===== config.mk =====
export PLATFORM = sky130hd
export DESIGN_NAME = lcd_timing_gen
export DESIGN_NICKNAME = d
export VERILOG_FILES = /design/src/rtl/lcdt_pkg.sv /design/src/rtl/lcdt_ms_delay.sv /design/src/rtl/lcdt_pwr_seq.sv /design/src/rtl/lcdt_axis.sv /design/src/rtl/lcd_timing_gen.sv
export SDC_FILE = /design/constraint.sdc
export NUM_CORES = 1
export LEC_CHECK = 0
export CORE_MARGIN = 4
export CORE_UTILIZATION = 45
export CTS_BUF_LIST = sky130_fd_sc_hd__clkbuf_8
export DETAILED_ROUTE_END_ITERATION = 12
export DONT_BUFFER_PORTS = 1
export GPL_ROUTABILITY_DRIVEN = 1
export PLACE_DENSITY = 0.59
export SETUP_SLACK_MARGIN = 0.4
export SKIP_LAST_GASP = 1
export SLEW_MARGIN = 20
export SYNTH_ARGS = -nofsm -noshare
export SYNTH_HDL_FRONTEND = slang
export SYNTH_SLANG_ARGS = --single-unit
export TNS_END_PERCENT = 100

===== constraint.sdc =====
create_clock -name clk -period 6.88 [get_ports clk]
set_input_delay 0.688 -clock clk [delete_from_list [all_inputs] [get_ports clk]]
set_output_delay 0.688 -clock clk [all_outputs]
set_load 0.01 [all_outputs]

===== src/rtl/lcdt_pkg.sv =====
`timescale 1ns/1ps
package lcdt_pkg;

  typedef enum logic [1:0] {
    PS_OFF   = 2'd0,
    PS_RAMP  = 2'd1,
    PS_STAB  = 2'd2,
    PS_READY = 2'd3
  } pwr_state_e;

  // Pixel data launches on the rising edge; the default sync edge is the falling one.
  function automatic logic sync_on_fall(input logic passive,
                                        input logic mode,
                                        input logic fall);
    return (mode && !passive) ? fall : 1'b1;
  endfunction

endpackage


===== src/rtl/lcdt_ms_delay.sv =====
`timescale 1ns/1ps
module lcdt_ms_delay #(
  parameter int TICKS_PER_MS = 25000,
  parameter int MS_W         = 10
) (
  input  logic            clk,
  input  logic            rst_n,
  input  logic            clr_i,
  input  logic [MS_W-1:0] ms_i,
  output logic            done_o
);
  localparam int PW = (TICKS_PER_MS > 1) ? $clog2(TICKS_PER_MS) : 1;
  localparam logic [PW-1:0] PRE_LAST = PW'(TICKS_PER_MS - 1);

  logic [PW-1:0]   pre_q, pre_d;
  logic [MS_W-1:0] ms_q, ms_d;

  assign done_o = (ms_q >= ms_i);

  always_comb begin
    pre_d = pre_q;
    ms_d  = ms_q;
    if (clr_i) begin
      pre_d = '0;
      ms_d  = '0;
    end else if (!done_o) begin
      if (pre_q == PRE_LAST) begin
        pre_d = '0;
        ms_d  = ms_q + MS_W'(1);
      end else begin
        pre_d = pre_q + PW'(1);
      end
    end
  end

  always_ff @(posedge clk or negedge rst_n) begin
    if (!rst_n) begin
      pre_q <= '0;
      ms_q  <= '0;
    end else begin
      pre_q <= pre_d;
      ms_q  <= ms_d;
    end
  end

  assert_prescale_bound_R8: assert property (@(posedge clk) disable iff (!rst_n)
    pre_q <= PRE_LAST);

endmodule


===== src/rtl/lcdt_pwr_seq.sv =====
`timescale 1ns/1ps
module lcdt_pwr_seq
  import lcdt_pkg::*;
#(
  parameter int CLK_HZ = 25_000_000,
  parameter int MS_W   = 10
) (
  input  logic            clk,
  input  logic            rst_n,
  input  logic            run_i,
  input  logic [MS_W-1:0] pup_ms_i,
  input  logic [MS_W-1:0] pon_ms_i,
  output logic            pwr_o,
  output logic            tim_en_o,
  output logic            ready_o
);
  localparam int TPM = (CLK_HZ / 1000 < 1) ? 1 : CLK_HZ / 1000;

  pwr_state_e      state_q, state_d;
  logic            dly_done, dly_clr;
  logic [MS_W-1:0] dly_ms;

  assign dly_ms  = (state_q == PS_RAMP) ? pup_ms_i : pon_ms_i;
  assign dly_clr = (state_d != state_q) || (state_q == PS_OFF) || (state_q == PS_READY);

  lcdt_ms_delay #(.TICKS_PER_MS(TPM), .MS_W(MS_W)) u_dly (
    .clk    (clk),
    .rst_n  (rst_n),
    .clr_i  (dly_clr),
    .ms_i   (dly_ms),
    .done_o (dly_done)
  );

  always_comb begin
    state_d = state_q;
    if (!run_i) begin
      state_d = PS_OFF;
    end else begin
      unique case (state_q)
        PS_OFF:   state_d = PS_RAMP;
        PS_RAMP:  if (dly_done) state_d = PS_STAB;
        PS_STAB:  if (dly_done) state_d = PS_READY;
        PS_READY: state_d = PS_READY;
        default:  state_d = PS_OFF;
      endcase
    end
  end

  always_ff @(posedge clk or negedge rst_n) begin
    if (!rst_n) state_q <= PS_OFF;
    else        state_q <= state_d;
  end

  assign pwr_o    = run_i && (state_q != PS_OFF);
  assign tim_en_o = run_i && ((state_q == PS_STAB) || (state_q == PS_READY));
  assign ready_o  = run_i && (state_q == PS_READY);

  assert_ready_follows_settle_R8: assert property (@(posedge clk) disable iff (!rst_n)
    (state_q == PS_READY) |-> ($past(state_q) == PS_STAB || $past(state_q) == PS_READY));

  assert_zero_ramp_one_cycle_R9: assert property (@(posedge clk) disable iff (!rst_n)
    (state_q == PS_RAMP && run_i && pup_ms_i == '0) |=> (state_q == PS_STAB));

  assert_stop_returns_off_R11: assert property (@(posedge clk) disable iff (!rst_n)
    !run_i |=> (state_q == PS_OFF));

endmodule


===== src/rtl/lcdt_axis.sv =====
`timescale 1ns/1ps
module lcdt_axis #(
  parameter int W = 11
) (
  input  logic         clk,
  input  logic         rst_n,
  input  logic         clr_i,
  input  logic         step_i,
  input  logic         load_i,
  input  logic [W-1:0] act_i,
  input  logic [W-1:0] fp_i,
  input  logic [W-1:0] sw_i,
  input  logic [W-1:0] bp_i,
  output logic [W+1:0] pos_o,
  output logic         last_o,
  output logic         in_act_o,
  output logic         in_sync_o
);
  localparam int TW = W + 2;

  logic [TW-1:0] pos_q, pos_d;
  logic [TW-1:0] act_q, act_d, beg_q, beg_d, end_q, end_d, tot_q, tot_d;

  // Shadowed sizes, captured only when the top asks (frame boundary or idle).
  always_comb begin
    act_d = act_q;
    beg_d = beg_q;
    end_d = end_q;
    tot_d = tot_q;
    if (load_i) begin
      act_d = TW'(act_i);
      beg_d = TW'(act_i) + TW'(fp_i);
      end_d = TW'(act_i) + TW'(fp_i) + TW'(sw_i);
      tot_d = TW'(act_i) + TW'(fp_i) + TW'(sw_i) + TW'(bp_i);
    end
  end

  assign last_o    = (pos_q == tot_q - TW'(1));
  assign in_act_o  = (pos_q < act_q);
  assign in_sync_o = (pos_q >= beg_q) && (pos_q < end_q);
  assign pos_o     = pos_q;

  always_comb begin
    pos_d = pos_q;
    if (clr_i)       pos_d = '0;
    else if (step_i) pos_d = last_o ? '0 : pos_q + TW'(1);
  end

  always_ff @(posedge clk or negedge rst_n) begin
    if (!rst_n) begin
      pos_q <= '0;
      act_q <= '0;
      beg_q <= '0;
      end_q <= '0;
      tot_q <= '0;
    end else begin
      pos_q <= pos_d;
      act_q <= act_d;
      beg_q <= beg_d;
      end_q <= end_d;
      tot_q <= tot_d;
    end
  end

  assert_pos_below_total_R2: assert property (@(posedge clk) disable iff (!rst_n)
    !clr_i |-> (pos_q < tot_q));

  assert_reload_only_at_wrap_R10: assert property (@(posedge clk) disable iff (!rst_n)
    (load_i && !clr_i) |-> last_o);

endmodule


===== src/rtl/lcd_timing_gen.sv =====
`timescale 1ns/1ps
module lcd_timing_gen
  import lcdt_pkg::*;
#(
  parameter int CLK_HZ = 25_000_000,
  parameter int H_W    = 11,
  parameter int V_W    = 11,
  parameter int MS_W   = 10
) (
  input  logic           clk,
  input  logic           rst_n,
  input  logic           run_i,
  input  logic           passive_i,
  input  logic           edge_sel_i,
  input  logic           edge_fall_i,
  input  logic           de_pol_i,
  input  logic           pclk_inv_i,
  input  logic           hs_inv_i,
  input  logic           vs_inv_i,
  input  logic [H_W-1:0] h_act_i,
  input  logic [H_W-1:0] h_fp_i,
  input  logic [H_W-1:0] h_sw_i,
  input  logic [H_W-1:0] h_bp_i,
  input  logic [V_W-1:0] v_act_i,
  input  logic [V_W-1:0] v_fp_i,
  input  logic [V_W-1:0] v_sw_i,
  input  logic [V_W-1:0] v_bp_i,
  input  logic [MS_W-1:0] pup_ms_i,
  input  logic [MS_W-1:0] pon_ms_i,
  output logic           pclk_o,
  output logic           hsync_o,
  output logic           vsync_o,
  output logic           de_o,
  output logic [H_W+1:0] pix_x_o,
  output logic [V_W+1:0] pix_y_o,
  output logic           panel_pwr_o,
  output logic           ready_o,
  output logic           cfg_err_o
);
  localparam int HTW = H_W + 2;
  localparam int VTW = V_W + 2;

  logic           tim_en;
  logic           h_last, h_act, h_sync, v_last, v_act, v_sync;
  logic           axis_clr, axis_load, v_step;
  logic [HTW-1:0] h_pos, x_q, x_d;
  logic [VTW-1:0] v_pos, y_q, y_d;
  logic           de_q, de_d, hs_q, hs_d, vs_q, vs_d;
  logic           hs_n, vs_n;
  logic           fall_sel;

  lcdt_pwr_seq #(.CLK_HZ(CLK_HZ), .MS_W(MS_W)) u_seq (
    .clk      (clk),
    .rst_n    (rst_n),
    .run_i    (run_i),
    .pup_ms_i (pup_ms_i),
    .pon_ms_i (pon_ms_i),
    .pwr_o    (panel_pwr_o),
    .tim_en_o (tim_en),
    .ready_o  (ready_o)
  );

  assign axis_clr  = !tim_en;
  assign axis_load = !tim_en || (h_last && v_last);
  assign v_step    = tim_en && h_last;

  lcdt_axis #(.W(H_W)) u_hax (
    .clk       (clk),
    .rst_n     (rst_n),
    .clr_i     (axis_clr),
    .step_i    (tim_en),
    .load_i    (axis_load),
    .act_i     (h_act_i),
    .fp_i      (h_fp_i),
    .sw_i      (h_sw_i),
    .bp_i      (h_bp_i),
    .pos_o     (h_pos),
    .last_o    (h_last),
    .in_act_o  (h_act),
    .in_sync_o (h_sync)
  );

  lcdt_axis #(.W(V_W)) u_vax (
    .clk       (clk),
    .rst_n     (rst_n),
    .clr_i     (axis_clr),
    .step_i    (v_step),
    .load_i    (axis_load),
    .act_i     (v_act_i),
    .fp_i      (v_fp_i),
    .sw_i      (v_sw_i),
    .bp_i      (v_bp_i),
    .pos_o     (v_pos),
    .last_o    (v_last),
    .in_act_o  (v_act),
    .in_sync_o (v_sync)
  );

  // Rising-edge output stage: position, data enable and raw sync levels.
  always_comb begin
    x_d  = h_pos;
    y_d  = v_pos;
    de_d = tim_en && h_act && v_act;
    hs_d = tim_en && h_sync;
    vs_d = tim_en && v_sync;
  end

  always_ff @(posedge clk or negedge rst_n) begin
    if (!rst_n) begin
      x_q  <= '0;
      y_q  <= '0;
      de_q <= 1'b0;
      hs_q <= 1'b0;
      vs_q <= 1'b0;
    end else begin
      x_q  <= x_d;
      y_q  <= y_d;
      de_q <= de_d;
      hs_q <= hs_d;
      vs_q <= vs_d;
    end
  end

  // Falling-edge copy of the syncs, half a cycle later.
  always_ff @(negedge clk or negedge rst_n) begin
    if (!rst_n) begin
      hs_n <= 1'b0;
      vs_n <= 1'b0;
    end else begin
      hs_n <= hs_q;
      vs_n <= vs_q;
    end
  end

  assign fall_sel  = sync_on_fall(passive_i, edge_sel_i, edge_fall_i);
  assign cfg_err_o = passive_i && edge_sel_i;

  assign hsync_o = (fall_sel ? hs_n : hs_q) ^ hs_inv_i;
  assign vsync_o = (fall_sel ? vs_n : vs_q) ^ vs_inv_i;
  assign de_o    = de_pol_i ? de_q : !de_q;
  assign pclk_o  = clk ^ pclk_inv_i;
  assign pix_x_o = x_q;
  assign pix_y_o = y_q;

  assert_sync_outside_visible_R4: assert property (@(posedge clk) disable iff (!rst_n)
    hs_q |-> !de_q);

  assert_stop_blanks_outputs_R11: assert property (@(posedge clk) disable iff (!rst_n)
    !run_i |=> (!de_q && !hs_q && !vs_q));

endmodule


==> results.toml, run 1 <==
[clocking]
cts-resized-gates = 0
insertion_delay_ps = 560
tritoncts = "built"
path_clk_slew_ps = 110

[critical_path]
worst-path-max-fanout = 1
reg2reg_from = "u_vax.tot_q[0]$_DFFE_PN0P_"
reg2reg_depth = 10
cp.arrival_ps = 4700
critical_path_class = "register to primary output"
r2r_end = "u_hax.beg_q[0]$_DFFE_PN0P_"
end_kind = "primary output"
reg2reg_slack_ps = 2490
startpoint_type = "register"
cp.required_ps = 6190

[yosys]
synthCells = 1290
synth_warnings = 0
ys.flop_type = "dfrtp_1"
synth_fp_nets = 1571
synth-seq-cells = 182
syn_avg_cell_area_um2 = 10.0
synth_enable_flop_cells = 0
async_reset_ff_share_pct = 100
syn-cell-area_um2 = 12900
ys_types = 68
ys_seq_area_share_pct = 35.3

[timing]
slew_headroom_pct = 29.5
setup_tns_ps = 0
fin_ws_ps = 1500
hold_viol = 0
tightestPinTransition_ps = 1060
clock_skew_ps = 36.3
maxSlewViolCount = 0
rsz0062_at_grt = "false"
setup_violations = 0

[power]
powerDensity_nw_per_um2 = 264
total_leakage_power_nw = 6.46
ir_drop_mv = 0.106

[floorplan]
die-area_um2 = 31500
io_pins = 151
start_util_pct = 46.1
rows = 61
die_w_um = 177
die_h_um = 177
core_area_um2 = 28000

[detailed_routing]
first_pass_iters = 5
drc = 0
vias = 9106
avgRoutedWirePerCell_um = 17.2
drtIter0Drc = 463
vias_per_cell = 5.42
antenna_left = 0
wl_um = 28900

[grt]
grt_usage_pct = 19.0
grt_pass1_vias = 9337
grt_pass1_wl_um = 47500
antenna_found_initial = 0
gr-total-overflow = 0
grt_max_degree = 181

[placement]
dpl_worst_slack_ps = 1910
gp_congestion = 0.804
io_buffers = 0
dp_hpwl_um = 21600

[layout]
final_layout_size_suffix_gt1_share_pct = 9.30
area_growth_pct = 5.70
postLayoutCoreUtil_pct = 48.7
fin_nets = 1569
diodes = 0

[hold_path]
holdCritPathClass = "input pin to asynchronous set/reset pin"

[run]
maxCapViolations = 0

[outcome]
outcome = "completed"
logic make-up (layout without fill, tap and decap cells):
| kind of cell | count (synthesis) | in the layout | share of synthesized area, % |
|---|---|---|---|
| fa+ha+maj | 163 | 163 | 16.1 |
| buf+inv | 131 | 142 | 4.84 |
| compound gates | 276 | 276 | 13.8 |
| flops | 182 | 182 | 35.3 |
| simple gates | 331 | 331 | 12.8 |
| mux | 83 | 83 | 8.73 |
| xor+xnor | 124 | 124 | 8.41 |
sequential cells by signal, summed over array words and instances, names as in the netlist:
| register | count |
|---|---|
| u_hax.beg_q | 12 |
| vs_q | 1 |
| u_vax.pos_o | 13 |
| u_hax.pos_o | 13 |
| hs_q | 1 |
| hs_n | 1 |
| u_seq.state_q | 2 |
| de_q | 1 |
| u_vax.beg_q | 12 |
| u_seq.u_dly.ms_q | 10 |
| pix_y_o | 13 |
| pix_x_o | 13 |
| vs_n | 1 |
| u_hax.end_q | 13 |
| u_seq.u_dly.pre_q | 15 |
| u_vax.tot_q | 13 |
| u_vax.end_q | 13 |
| u_vax.act_q | 11 |
| u_hax.act_q | 11 |
| u_hax.tot_q | 13 |
how the worst max path moves through the flow:
stage	slack, ps	cells after the start	endpoint	startpoint
3_3_place_gp	1990	19	u_hax.tot_q[12]$_DFFE_PN0P_	h_act_i[0]
3_5_place_dp	1910	19	u_hax.tot_q[12]$_DFFE_PN0P_	h_act_i[0]
4_1_cts	1460	2	hsync_o	hs_n$_DFF_NN0_
6_report	1500	2	hsync_o	hs_n$_DFF_NN0_
5_1_grt	1380	2	hsync_o	hs_n$_DFF_NN0_
2_1_floorplan	2070	2	hsync_o	hs_n$_DFF_NN0_
routing by layer:
layer  vias to the layer above  GRT usage, %  wire length, µm
met5                         -             0                0
met4                         0          4.22              302
met3                        18          4.18             1550
met2                       180          29.9            12700
met1                      4350          26.9            14400
li1                       4558             -                -
stage by stage:
stage	instances	hold WS, ps	cell area (µm²)	power, W
6_report	1679	94.7	13600	0.00360
5_1_grt	1679	194	13600	0.00390
4_1_cts	1679	198	13600	0.00364
3_5_place_dp	1643	402	13200	0.00280
3_3_place_gp	1643	401	13200	0.00276
2_1_floorplan	1290	392	12900	0.00256
placed cells by master (no fill, tap or decap), drive strengths merged, types with 14 or more instances in the layout:
cell type and count:
xnor2 75, nand2b 18, nand2 75, nor3 33, mux2 69, mux2i 14, ha 157, o21a 14
nor2b 20, a21o 39, inv 109, o31ai 17, nand3 36, a21oi 56, o21ai 79, dfrtp 180
clkbuf 20, nor2 93, xor2 49
power breakdown:
group / switching [W] / total [W] / internal [W]
combinational: 0.000701 / 0.00139 / 0.000687
sequential: 0.000161 / 0.00141 / 0.00125
clock: 0.000459 / 0.000801 / 0.000341
total: 0.00132 / 0.00360 / 0.00228
critical path, stage by stage (launching register included):
cell and delay, ps:
dfrtn_1 390, mux2i_1 70, xnor2_1 270
cell usage after synthesis (all sizes together), types with 5 or more instances:
| master | n | share of area [%] |
|---|---|---|
| nand4 | 10 | 0.48 |
| nor2b | 20 | 0.97 |
| fa | 6 | 0.93 |
| buf | 18 | 1.6 |
| and2 | 7 | 0.34 |
| and3 | 11 | 0.53 |
| o211ai | 9 | 0.52 |
| clkbuf | 10 | 0.29 |
| xnor2 | 75 | 5.1 |
| o31ai | 17 | 0.99 |
| mux2 | 69 | 7.6 |
| nor3 | 33 | 1.3 |
| inv | 103 | 3.0 |
| dfrtp | 180 | 35 |
| nand2 | 75 | 2.2 |
| a31oi | 9 | 0.44 |
| nor4 | 6 | 0.29 |
| nand2b | 18 | 0.87 |
| ha | 157 | 15 |
| nand3 | 36 | 1.4 |
| a21oi | 56 | 2.2 |
| o21ai | 79 | 3.1 |
| or3 | 5 | 0.28 |
| mux2i | 14 | 1.1 |
| a21o | 39 | 2.3 |
| o21a | 14 | 0.81 |
| a211oi | 9 | 0.52 |
| xor2 | 49 | 3.3 |
| nor2 | 93 | 2.7 |
| a31o | 5 | 0.34 |
what timing repair did:
action	in CTS	in global routing
hold buffers	1	0
endpoints found under the hold margin	180	0
buffers inserted	0	0
layout make-up:
class	instances	area, µm²
sequential	182	4550
multi-input combinational	977	7740
fill	2589	14400
clock inverter	15	164
tap	378	473
timing repair buffer	4	50.0
clock buffer	20	275
inverter	103	387
(Power assumes the default switching activity.)
==> run 2: changes to the inputs <==
ABC_AREA = 1   (was not set)
clock period = 5 ns   (was 6.88 ns; I/O delays follow)
==> results.toml, run 2 <==
[detailed_routing]
vias = 12241
drc = 0
antenna_left = 0
wl_um = 38400
vias_per_cell = 5.31
drtIter0Drc = 911
first_pass_iters = 5
avgRoutedWirePerCell_um = 16.6

[clocking]
insertion_delay_ps = 580
path_clk_slew_ps = 130
postCtsSetupBuffers = 0
tritoncts = "built"

[layout]
largest_register = "u_seq.u_dly.pre_q"
layout.cells.non_filler = 2307
largest_reg_flops = 15
area_growth_pct = 5.26
postLayoutCoreUtil_pct = 48.5
final_common_cell = "nand2_1"
final_layout_size_suffix_gt1_share_pct = 4.29
diodes = 0
fin_nets = 2179
mostFrequentLayoutCells = "nand2_1, nand3_1, inv_1"

[timing]
slew_headroom_pct = 32.4
hold_viol = 0
setup_tns_ps = 0
maxSlewViolCount = 0
clock_skew_ps = 43.7
rsz0062_at_grt = "false"
tightestPinTransition_ps = 1010
setup_violations = 0
fin_ws_ps = 728

[power]
total_leakage_power_nw = 7.97
power_w = 0.00566
powerDensity_nw_per_um2 = 378
ir_drop_mv = 0.169

[critical_path]
cp_num_buf_inv = 0
path_cells = "mux2i_1, xnor2_1"
cp.required_ps = 4500
cp.arrival_ps = 3770
worst-path-max-fanout = 1
critical_path_class = "register to primary output"
critPathTopFamily = "flip-flops"
startpoint_type = "register"
cpPeakStageDelay_ps = 390
end_kind = "primary output"
cpMaxStageDelayCell = "dfrtn_1"

[yosys]
synth_fp_nets = 2199
synthTopCellsByArea = "dfrtp_1, ha_1, nand2_1"
synth_most_common_cell = "nand2_1"
async_reset_ff_share_pct = 100
ys_types = 41
synth_common_cells = "nand2_1, nand3_1, inv_1"
syn_avg_cell_area_um2 = 7.42
ys_seq_area_share_pct = 32.0
synth_warnings = 0
synthDominantCellAreaShare_pct = 31.6
synth_enable_flop_cells = 0
ys.flop_type = "dfrtp_1"
synthCells = 1918
synth-seq-cells = 182
yosysTopAreaCell = "dfrtp_1"
syn-cell-area_um2 = 14200

[placement]
dpl_worst_slack_ps = 700
dp.cells = 2269
gp_congestion = 0.896
dp_hpwl_um = 29000
io_buffers = 0

[outcome]
outcome = "completed"

[grt]
antenna_found_initial = 0
grt_max_degree = 181
grt_pass1_wl_um = 62900
grt_usage_pct = 22.8
grt_pass1_vias = 12031
gr-total-overflow = 0

[floorplan]
die_h_um = 186
die_w_um = 186
io_pins = 151
rows = 64
start_util_pct = 46.1
die-area_um2 = 34500
core_area_um2 = 30900

[run]
maxCapViolations = 0

[hold_path]
holdCritPathClass = "input pin to register"
run 2: power by group:
group	total (W)	switching [W]	internal (W)
clock network	0.00114	0.000650	0.000488
registers	0.00196	0.000236	0.00172
logic	0.00257	0.00157	0.000992
total	0.00566	0.00246	0.00320
run 2: area by class of cell:
class,count,area [µm²]
timing repair buffer,10,113
multi-input combinational,1447,8480
clock buffer,21,289
sequential,182,4550
tap,396,495
clock inverter,14,160
inverter,237,891
fill,3108,15900
run 2: per-layer routing:
layer,GRT usage [%],up-vias,share of wire (%)
li1,-,6239,-
met1,33.8,5684,51
met2,34.3,279,43
met3,4.63,39,5.3
met4,5.13,0,1.4
met5,0,-,0
run 2: repair_timing:
item / in CTS / in global routing
hold buffers: 2 / 1
hold endpoints to repair: 180 / 1
gates resized for setup: 0 / 0
run 2: through the flow:
step                      cell area [µm²]  hold WS [ps]
after floorplan                     14200           204
after global placement              14500           214
after detailed placement            14500           212
after CTS                           15000          6.02
after global routing                15000          8.22
final                               15000          36.7
run 2: path summary, 6_finish.rpt:
kind	startpoint	to	slack [ps]	depth (start not counted)
max in group asynchronous	rst_n	vs_n$_DFF_NN0_	2870	0
worst min register to register	u_seq.u_dly.pre_q[0]$_DFFE_PN0P_	u_seq.u_dly.pre_q[0]$_DFFE_PN0P_	470	1
min in group asynchronous	rst_n	pix_x_o[11]$_DFF_PN0_	530	2
worst min-delay path	h_act_i[7]	u_hax.act_q[7]$_DFFE_PN0P_	40	2
worst max register to register	u_vax.tot_q[0]$_DFFE_PN0P_	u_hax.beg_q[9]$_DFFE_PN0P_	1840	14
worst max-delay path	hs_n$_DFF_NN0_	hsync_o	730	2
run 2: cells by family (layout without fill, tap and decap cells):
| kind of cell | after synthesis | in the layout | synth area share [%] |
|---|---|---|---|
| DFF | 182 | 182 | 32.0 |
| muxes | 12 | 12 | 0.853 |
| adders and majority gates | 163 | 163 | 14.6 |
| and+or+nand+nor | 1025 | 1025 | 32.0 |
| AOI/OAI and AO/OA | 144 | 144 | 5.67 |
| xor gates and xnor gates | 103 | 103 | 6.34 |
| buffers and inverters | 289 | 282 | 8.50 |
==> run 3: changes to the inputs <==
PLACE_DENSITY = not set   (was 0.59)
==> results.toml, run 3 (same netlist as run 2, synthesis figures left out) <==
[clocking]
tritoncts = "built"
cts-resized-gates = 0
holdBufCountCts = 1
insertion_delay_ps = 570
postCtsSetupBuffers = 0
path_clk_slew_ps = 100

[run]
maxCapViolations = 0

[critical_path]
cp.required_ps = 4500
critical_path_class = "register to primary output"
startpoint_type = "register"
path_cells = "mux2i_1, xnor2_1"
end_kind = "primary output"
worst-path-max-fanout = 1
cpPeakStageDelay_ps = 390
cpMaxStageDelayCell = "dfrtn_1"
cp.arrival_ps = 3760

[timing]
clock_skew_ps = 39.2
setup_violations = 0
setup_tns_ps = 0
maxSlewViolCount = 0
rsz0062_at_grt = "false"
slew_headroom_pct = 38.0
hold_viol = 0
fin_ws_ps = 742
tightestPinTransition_ps = 930

[layout]
diodes = 0
fillerInstances = 3129
largest_reg_flops = 15
largest_register = "u_seq.u_dly.pre_q"
postLayoutCoreUtil_pct = 48.4
final_common_cell = "nand2_1"
fin_nets = 2179
area_growth_pct = 5.17
multi_input_area_um2 = 8480
final_layout_size_suffix_gt1_share_pct = 4.24
seqCellArea_um2 = 4550
finalInstanceArea_um2 = 15000
mostFrequentLayoutCells = "nand2_1, nand3_1, inv_1"

[placement]
io_buffers = 0
placed_cell_area_um2 = 14500
gp_congestion = 0.899
dp_hpwl_um = 28600
dpl_worst_slack_ps = 742

[detailed_routing]
wl_um = 37500
vias = 12293
antenna_left = 0
avgRoutedWirePerCell_um = 16.2
drc = 0
drtIter0Drc = 878
vias_per_cell = 5.33
first_pass_iters = 5

[grt]
antenna_found_initial = 1
grt_max_degree = 181
gr-total-overflow = 0
grt_pass1_wl_um = 62600
grt_usage_pct = 22.4
grt_pass1_vias = 12374

[power]
pwr-share-comb_pct = 45.3
ir_drop_mv = 0.155
switching_share_pct = 42.4
powerDensity_nw_per_um2 = 374
p_switching_w = 0.00238
power_frac_clock_pct = 20.0
total_leakage_power_nw = 7.96
p_seq_share_pct = 34.7
p_int_w = 0.00322

[floorplan]
core_area_um2 = 30900
die-area_um2 = 34500
rows = 64
die_h_um = 186
die_w_um = 186
start_util_pct = 46.1
io_pins = 151

[outcome]
outcome = "completed"

[hold_path]
holdCritPathClass = "input pin to register"
-- run 3: routing by layer --
| metal | GRT usage, % | vias to the layer above | routed length, µm | share of wire (%) |
|---|---|---|---|---|
| li1 | - | 6263 | - | - |
| met1 | 32.4 | 5693 | 18400 | 49 |
| met2 | 34.6 | 298 | 16400 | 44 |
| met3 | 4.63 | 39 | 2060 | 5.5 |
| met4 | 5.54 | 0 | 573 | 1.5 |
| met5 | 0 | - | 0 | 0 |
-- run 3: power groups by stage --
stage	registers, W	logic (W)	clock network [W]
detailed placement	0.00198	0.00250	0.0000102
global route	0.00198	0.00295	0.00122
global placement	0.00197	0.00247	0.0000102
CTS	0.00195	0.00254	0.00115
floorplan	0.00191	0.00198	0.0000102
finish	0.00195	0.00254	0.00112
-- run 3: cell type report --
| cell class | instances | area share [%] |
|---|---|---|
| clock buffers | 21 | 1.93 |
| clock inverters | 14 | 1.00 |
| inverters | 237 | 5.95 |
| multi-input cells | 1447 | 56.6 |
| flip-flops and latches | 182 | 30.4 |
| well taps | 396 | 3.31 |
| repair buffers | 10 | 0.735 |
-- run 3: through the flow --
stage / power, W / hold WS, ps / std cells
floorplan: 0.00391 / 204 / 1918
global placement: 0.00445 / 210 / 2270
detailed placement: 0.00449 / 211 / 2270
CTS: 0.00564 / 0.471 / 2306
global route: 0.00616 / 24.9 / 2307
finish: 0.00560 / 57.4 / 2307
-- run 3: worst max-delay path, delay by kind of cell, from the launching register on --
| family | cells | cell delay (ps) |
|---|---|---|
| multiplexers | 1 | 80 |
| flip-flops | 1 | 390 |
| XOR/XNOR | 1 | 260 |
-- run 3: final timing paths --
kind                       slack [ps]                             start                           endpoint  depth (start not counted)
max in group asynchronous        2860                             rst_n                     vs_n$_DFF_NN0_                          0
min reg2reg                       480  u_seq.u_dly.pre_q[0]$_DFFE_PN0P_   u_seq.u_dly.pre_q[0]$_DFFE_PN0P_                          1
min in group asynchronous         560                             rst_n  u_seq.u_dly.pre_q[13]$_DFFE_PN0P_                          2
max                               740                    hs_n$_DFF_NN0_                            hsync_o                          2
min                                60                             run_i         u_seq.state_q[0]$_DFF_PN0_                          1
max reg2reg                      1690        u_vax.tot_q[0]$_DFFE_PN0P_        u_vax.beg_q[10]$_DFFE_PN0P_                         14
